File: config.mk
export PLATFORM = sky130hd
export DESIGN_NAME = prc_cfg_regs
export DESIGN_NICKNAME = d
export VERILOG_FILES = /design/src/rtl/prc_pkg.sv /design/src/rtl/prc_cfg_regs.sv
export SDC_FILE = /design/constraint.sdc
export NUM_CORES = 1
export LEC_CHECK = 0
export BUFFER_PORTS_ARGS = -buffer_cell sky130_fd_sc_hd__buf_2
export CORE_ASPECT_RATIO = 0.5
export CORE_UTILIZATION = 40
export DETAILED_ROUTE_END_ITERATION = 6
export PLACE_DENSITY_LB_ADDON = 0.1
export SKIP_CTS_REPAIR_TIMING = 1
export SYNTH_ARGS = -nofsm -noshare
export SYNTH_HDL_FRONTEND = slang
export SYNTH_SLANG_ARGS = --single-unit
File: constraint.sdc
create_clock -name clk -period 1.9 [get_ports clk]
set_input_delay 0.19 -clock clk [delete_from_list [all_inputs] [get_ports clk]]
set_output_delay 0.19 -clock clk [all_outputs]
set_load 0.01 [all_outputs]
File: src/rtl/prc_pkg.sv
package prc_pkg;

    localparam int ADDR_W      = 32;
    localparam int DATA_W      = 32;
    localparam int MATTR_W     = 6;
    localparam int SRD_W       = 8;
    localparam int SIZE_W      = 5;
    localparam int AP_W        = 3;
    localparam int REGION_ID_W = 4;
    localparam int BASE_LSB    = 5;

    localparam logic [7:0] OFF_CTRL = 8'h94;
    localparam logic [7:0] OFF_RSEL = 8'h98;
    localparam logic [7:0] OFF_BASE = 8'h9C;
    localparam logic [7:0] OFF_ATTR = 8'hA0;

    localparam logic [SIZE_W-1:0] SIZE_MIN     = 5'd4;
    localparam logic [SIZE_W-1:0] SIZE_SUB_MIN = 5'd7;

    typedef enum logic [1:0] {
        ACC_READ  = 2'd0,
        ACC_WRITE = 2'd1,
        ACC_FETCH = 2'd2,
        ACC_RSVD  = 2'd3
    } acc_kind_e;

    typedef struct packed {
        logic priv_dflt;
        logic hnd_en;
        logic glb_en;
    } ctrl_t;

    typedef struct packed {
        logic [ADDR_W-1:BASE_LSB] base_hi;
        logic                     xn;
        logic [AP_W-1:0]          ap;
        logic [MATTR_W-1:0]       mattr;
        logic [SRD_W-1:0]         srd;
        logic [SIZE_W-1:0]        size;
        logic                     en;
    } region_cfg_t;

    function automatic logic [DATA_W-1:0] pack_attr(input region_cfg_t r);
        logic [DATA_W-1:0] w;
        w         = '0;
        w[0]      = r.en;
        w[5:1]    = r.size;
        w[15:8]   = r.srd;
        w[21:16]  = r.mattr;
        w[26:24]  = r.ap;
        w[28]     = r.xn;
        return w;
    endfunction

    function automatic logic ap_permits(input logic [AP_W-1:0] ap,
                                        input logic [1:0] kind,
                                        input logic priv);
        logic rd;
        logic wr;
        case (ap)
            3'd1:    begin rd = priv;  wr = priv;  end
            3'd2:    begin rd = 1'b1;  wr = priv;  end
            3'd3:    begin rd = 1'b1;  wr = 1'b1;  end
            3'd5:    begin rd = priv;  wr = 1'b0;  end
            3'd6,
            3'd7:    begin rd = 1'b1;  wr = 1'b0;  end
            default: begin rd = 1'b0;  wr = 1'b0;  end
        endcase
        return (acc_kind_e'(kind) == ACC_WRITE) ? wr : rd;
    endfunction

endpackage

File: src/rtl/prc_cfg_regs.sv
module prc_cfg_regs
    import prc_pkg::*;
#(
    parameter int NUM_REGIONS = 8
) (
    input  logic                               clk,
    input  logic                               rst,
    input  logic                               cfg_we,
    input  logic [7:0]                         cfg_offs,
    input  logic [DATA_W-1:0]                  cfg_wdata,
    output logic [DATA_W-1:0]                  cfg_rdata,
    output ctrl_t                              ctrl_o,
    output region_cfg_t [NUM_REGIONS-1:0]      regions_o
);

    localparam int SEL_W = $clog2(NUM_REGIONS);

    ctrl_t            ctrl_q;
    logic [SEL_W-1:0] rsel_q;

    always_ff @(posedge clk) begin
        if (rst) begin
            ctrl_q <= '0;
            rsel_q <= '0;
        end else if (cfg_we) begin
            if (cfg_offs == OFF_CTRL) ctrl_q <= ctrl_t'(cfg_wdata[2:0]);
            if (cfg_offs == OFF_RSEL) rsel_q <= cfg_wdata[SEL_W-1:0];
        end
    end

    for (genvar g = 0; g < NUM_REGIONS; g++) begin : g_region
        region_cfg_t r_q;
        logic        sel_here;
        assign sel_here = cfg_we && (rsel_q == SEL_W'(g));

        always_ff @(posedge clk) begin
            if (rst) begin
                r_q <= '0;
            end else if (sel_here) begin
                if (cfg_offs == OFF_BASE) begin
                    r_q.base_hi <= cfg_wdata[ADDR_W-1:BASE_LSB];
                end
                if (cfg_offs == OFF_ATTR) begin
                    r_q.en    <= cfg_wdata[0];
                    r_q.size  <= cfg_wdata[5:1];
                    r_q.srd   <= cfg_wdata[15:8];
                    r_q.mattr <= cfg_wdata[21:16];
                    r_q.ap    <= cfg_wdata[26:24];
                    r_q.xn    <= cfg_wdata[28];
                end
            end
        end
        assign regions_o[g] = r_q;
    end

    always_comb begin
        case (cfg_offs)
            OFF_CTRL: cfg_rdata = DATA_W'(ctrl_q);
            OFF_RSEL: cfg_rdata = DATA_W'(rsel_q);
            OFF_BASE: cfg_rdata = {regions_o[rsel_q].base_hi, {BASE_LSB{1'b0}}};
            OFF_ATTR: cfg_rdata = pack_attr(regions_o[rsel_q]);
            default:  cfg_rdata = '0;
        endcase
    end

    assign ctrl_o = ctrl_q;

    AST_CTRL_WRITE: assert property (@(posedge clk) disable iff (rst)
        (cfg_we && cfg_offs == OFF_CTRL) |=> (ctrl_o == ctrl_t'($past(cfg_wdata[2:0]))))
        else $error("control write not captured");

endmodule

==> impl_metrics.csv <==
group,metric,value,unit
clock_tree,clk_latency,550,ps
route,vias,15628,
grt,grt-ovfl-total,0,
route,firstDrtPassIters,5,
worst_setup_path,crit_type,"flip-flop to output pin",
route,final_antenna_net_count,0,
floorplan,dieArea,46400,sq um
logic_synthesis,ys_seq_area_share,45.6,%
logic_synthesis,syn-num-nets,1770,
worst_setup_path,crit_end,"cfg_rdata[16]",
sta,relSlewSlack,70.0,%
floorplan,core_area,44200,sq um
grt,antenna_found_initial,0,
min_path,hp-class,"input port to flip-flop",
sta,final.period_utilization,134,%
worst_setup_path,crit_arrival,2360,ps
placement,place_congestion,0.876,
power,cellLeakagePower,12.8,nW
worst_setup_path,r2r_end,"regions_o[49]",
sta,finalCriticalPeriod,2550,ps
status,status,"complete, but fails checks",
cells_and_area,antenna_cells,0,
worst_setup_path,cp_max_fo,8,
route,vias_per_cell,5.42,
placement,place_area,22200,sq um
cells_and_area,utilization,55.4,%
cells_and_area,syn2layout_area_growth,34.6,%
sta,hold_slack,-2.79,ps
placement,hpwl,45800,um
cells_and_area,final_area,24500,sq um
worst_setup_path,crit_start,"rsel_q[0]",
flow_run,max_cap_viol_count,0,
floorplan,ios,486,
logic_synthesis,netlist_area,18200,sq um
sta,setup_violations,39,
power,finalPower,17.0,mW
placement,portBuffers,485,
floorplan,dieHeight,153,um
sta,skew,10.5,ps
cells_and_area,layout_common_cells,"buf_2, dfxtp_1, mux2i_1, nor2_1, nand2_1",
logic_synthesis,synth_area_per_cell,10.5,sq um
clock_tree,cts_buffers,40,
route,wirelength,68600,um
clock_tree,numClockSinks,414,
worst_setup_path,rr_worst_depth,9,
cells_and_area,drive_gt1_share,38.9,%
route,wire_per_inst,23.8,um
sta,tightestPinTransition,451,ps
grt,grt_pass1_wl,95300,um
worst_setup_path,critPathCaptureType,"output pin",
sta,hold_viol,2,
worst_setup_path,regToRegSetupSlack,-50,ps
sta,rsz0062_at_grt,"true",
power,p_per_area,694,nW/um^2
cells_and_area,layout_commonest_cell,"buf_2",
placement,post-place-cells,2765,
logic_synthesis,yosysWarnings,0,
cells_and_area,final_cells,2882,
floorplan,initial_core_util,41.2,%
grt,gr-usage-all-layers,27.0,%
worst_setup_path,start_kind,"flip-flop",
floorplan,die_x,304,um
route,drtIter0Drc,1195,
grt,grt_pass1_vias,14681,
cells_and_area,nNetsFinal,2310,
logic_synthesis,ys_seq_elements,414,
worst_setup_path,reg2reg_from,"rsel_q[0]",
sta,fin_ws,-652,ps
clock_tree,cts_tree,"yes",
status,violations,"hold timing, setup timing",
clock_tree,clkTransAtPathRegs,60,ps
route,drcViolationCount,0,
grt,grt_max_degree,74,
clock_tree,clockBufferDepth,3,
sta,timing.final.max_slew_violations,0,
floorplan,std_cell_rows,54,
clock_tree,h-tree-depth,2,
worst_setup_path,required,1710,ps
power,ir_worst_vdd,0.547,mV
clock_tree,clockRootBuffer,"clkbuf_16",
logic_synthesis,synth_cell_types,30,
sta,clock.fmax,392,MHz
logic_synthesis,syn_inst,1727,
## worst max-delay path, cell delays in order (launching register included)
cell and delay [ps]:
dfxtp_4 360, buf_12 160, buf_12 140, buf_12 120, mux4_2 510, a22oi_2 200
a21oi_1 130, buf_2 160
## report_power, final
part           internal [mW]  switching (mW)  total, mW  leakage, nW
clock                   4.18            3.57       7.75        0.608
combinational          0.167           0.385      0.552         8.90
sequential              8.67         0.00145       8.67         3.33
## cell families (layout without fill, tap and decap cells)
logic type / count (synthesis) / after routing / share of synthesized area, %
buffers and inverters: 172 / 739 / 4.97
muxes: 448 / 448 / 31.7
AOI/OAI and AO/OA: 144 / 144 / 4.68
DFF: 414 / 414 / 45.6
and+or+nand+nor: 549 / 549 / 13.1
## Yosys cell counts
library cell / n / area [sq um]
a21oi_1: 100 / 500
a221oi_1: 19 / 166
a22oi_1: 22 / 165
and2_0: 1 / 6.26
and2_1: 3 / 18.8
and2b_1: 2 / 15.0
and3_1: 1 / 6.26
and4_1: 4 / 35.0
and4b_1: 3 / 30.0
buf_1: 1 / 3.75
buf_2: 38 / 190
buf_4: 26 / 195
buf_6: 15 / 169
clkbuf_1: 91 / 342
clkbuf_2: 1 / 5.00
dfxtp_1: 414 / 8290
mux2i_1: 346 / 3460
mux4_2: 102 / 2300
nand2_1: 164 / 616
nand3_1: 1 / 5.00
nand4_1: 3 / 18.8
nand4_2: 7 / 87.6
nand4_4: 8 / 170
nor2_1: 344 / 1290
nor2b_1: 4 / 25.0
nor4b_1: 1 / 8.76
nor4b_2: 1 / 15.0
nor4b_4: 1 / 23.8
nor4bb_1: 1 / 10.0
o22ai_1: 3 / 18.8
## through the flow
stage | TNS, ps | setup slack (ps)
finish | -18040 | -652
global route | -22850 | -712
CTS | -25740 | -819
detailed placement | -4270 | -218
global placement | -3340 | -222
floorplan | 0 | 1.81
## per-layer routing
| metal | share of wire, % | track usage [%] |
|---|---|---|
| met1 | 42 | 34.2 |
| met2 | 49 | 47.1 |
| met3 | 5.5 | 3.35 |
| met4 | 3.1 | 9.50 |
| met5 | 0 | 0 |
## flip-flops by register name (all words and copies together) (netlist names)
register / count
regions_o: 408
ctrl_o: 3
rsel_q: 3
## cell type report
type	count	area, sq um
sequential	414	8300
tap	588	736
fill	4036	19700
timing repair buffer	670	4950
clock inverter	15	92.6
clock buffer	54	1120
multi-input combinational	1141	9270
## worst min-delay path by stage
stage / start / to / slack [ps] / cells past startpoint
after floorplan: cfg_wdata[5] / regions_o[228] / 330 / 2
after global placement: regions_o[98] / regions_o[98] / 450 / 2
after detailed placement: regions_o[98] / regions_o[98] / 460 / 2
after CTS: cfg_wdata[7] / regions_o[281] / -60 / 3
after global routing: cfg_wdata[4] / regions_o[361] / 6 / 3
final: cfg_wdata[3] / regions_o[3] / -3 / 3
No activity file was read; power rests on OpenSTA's default activity.
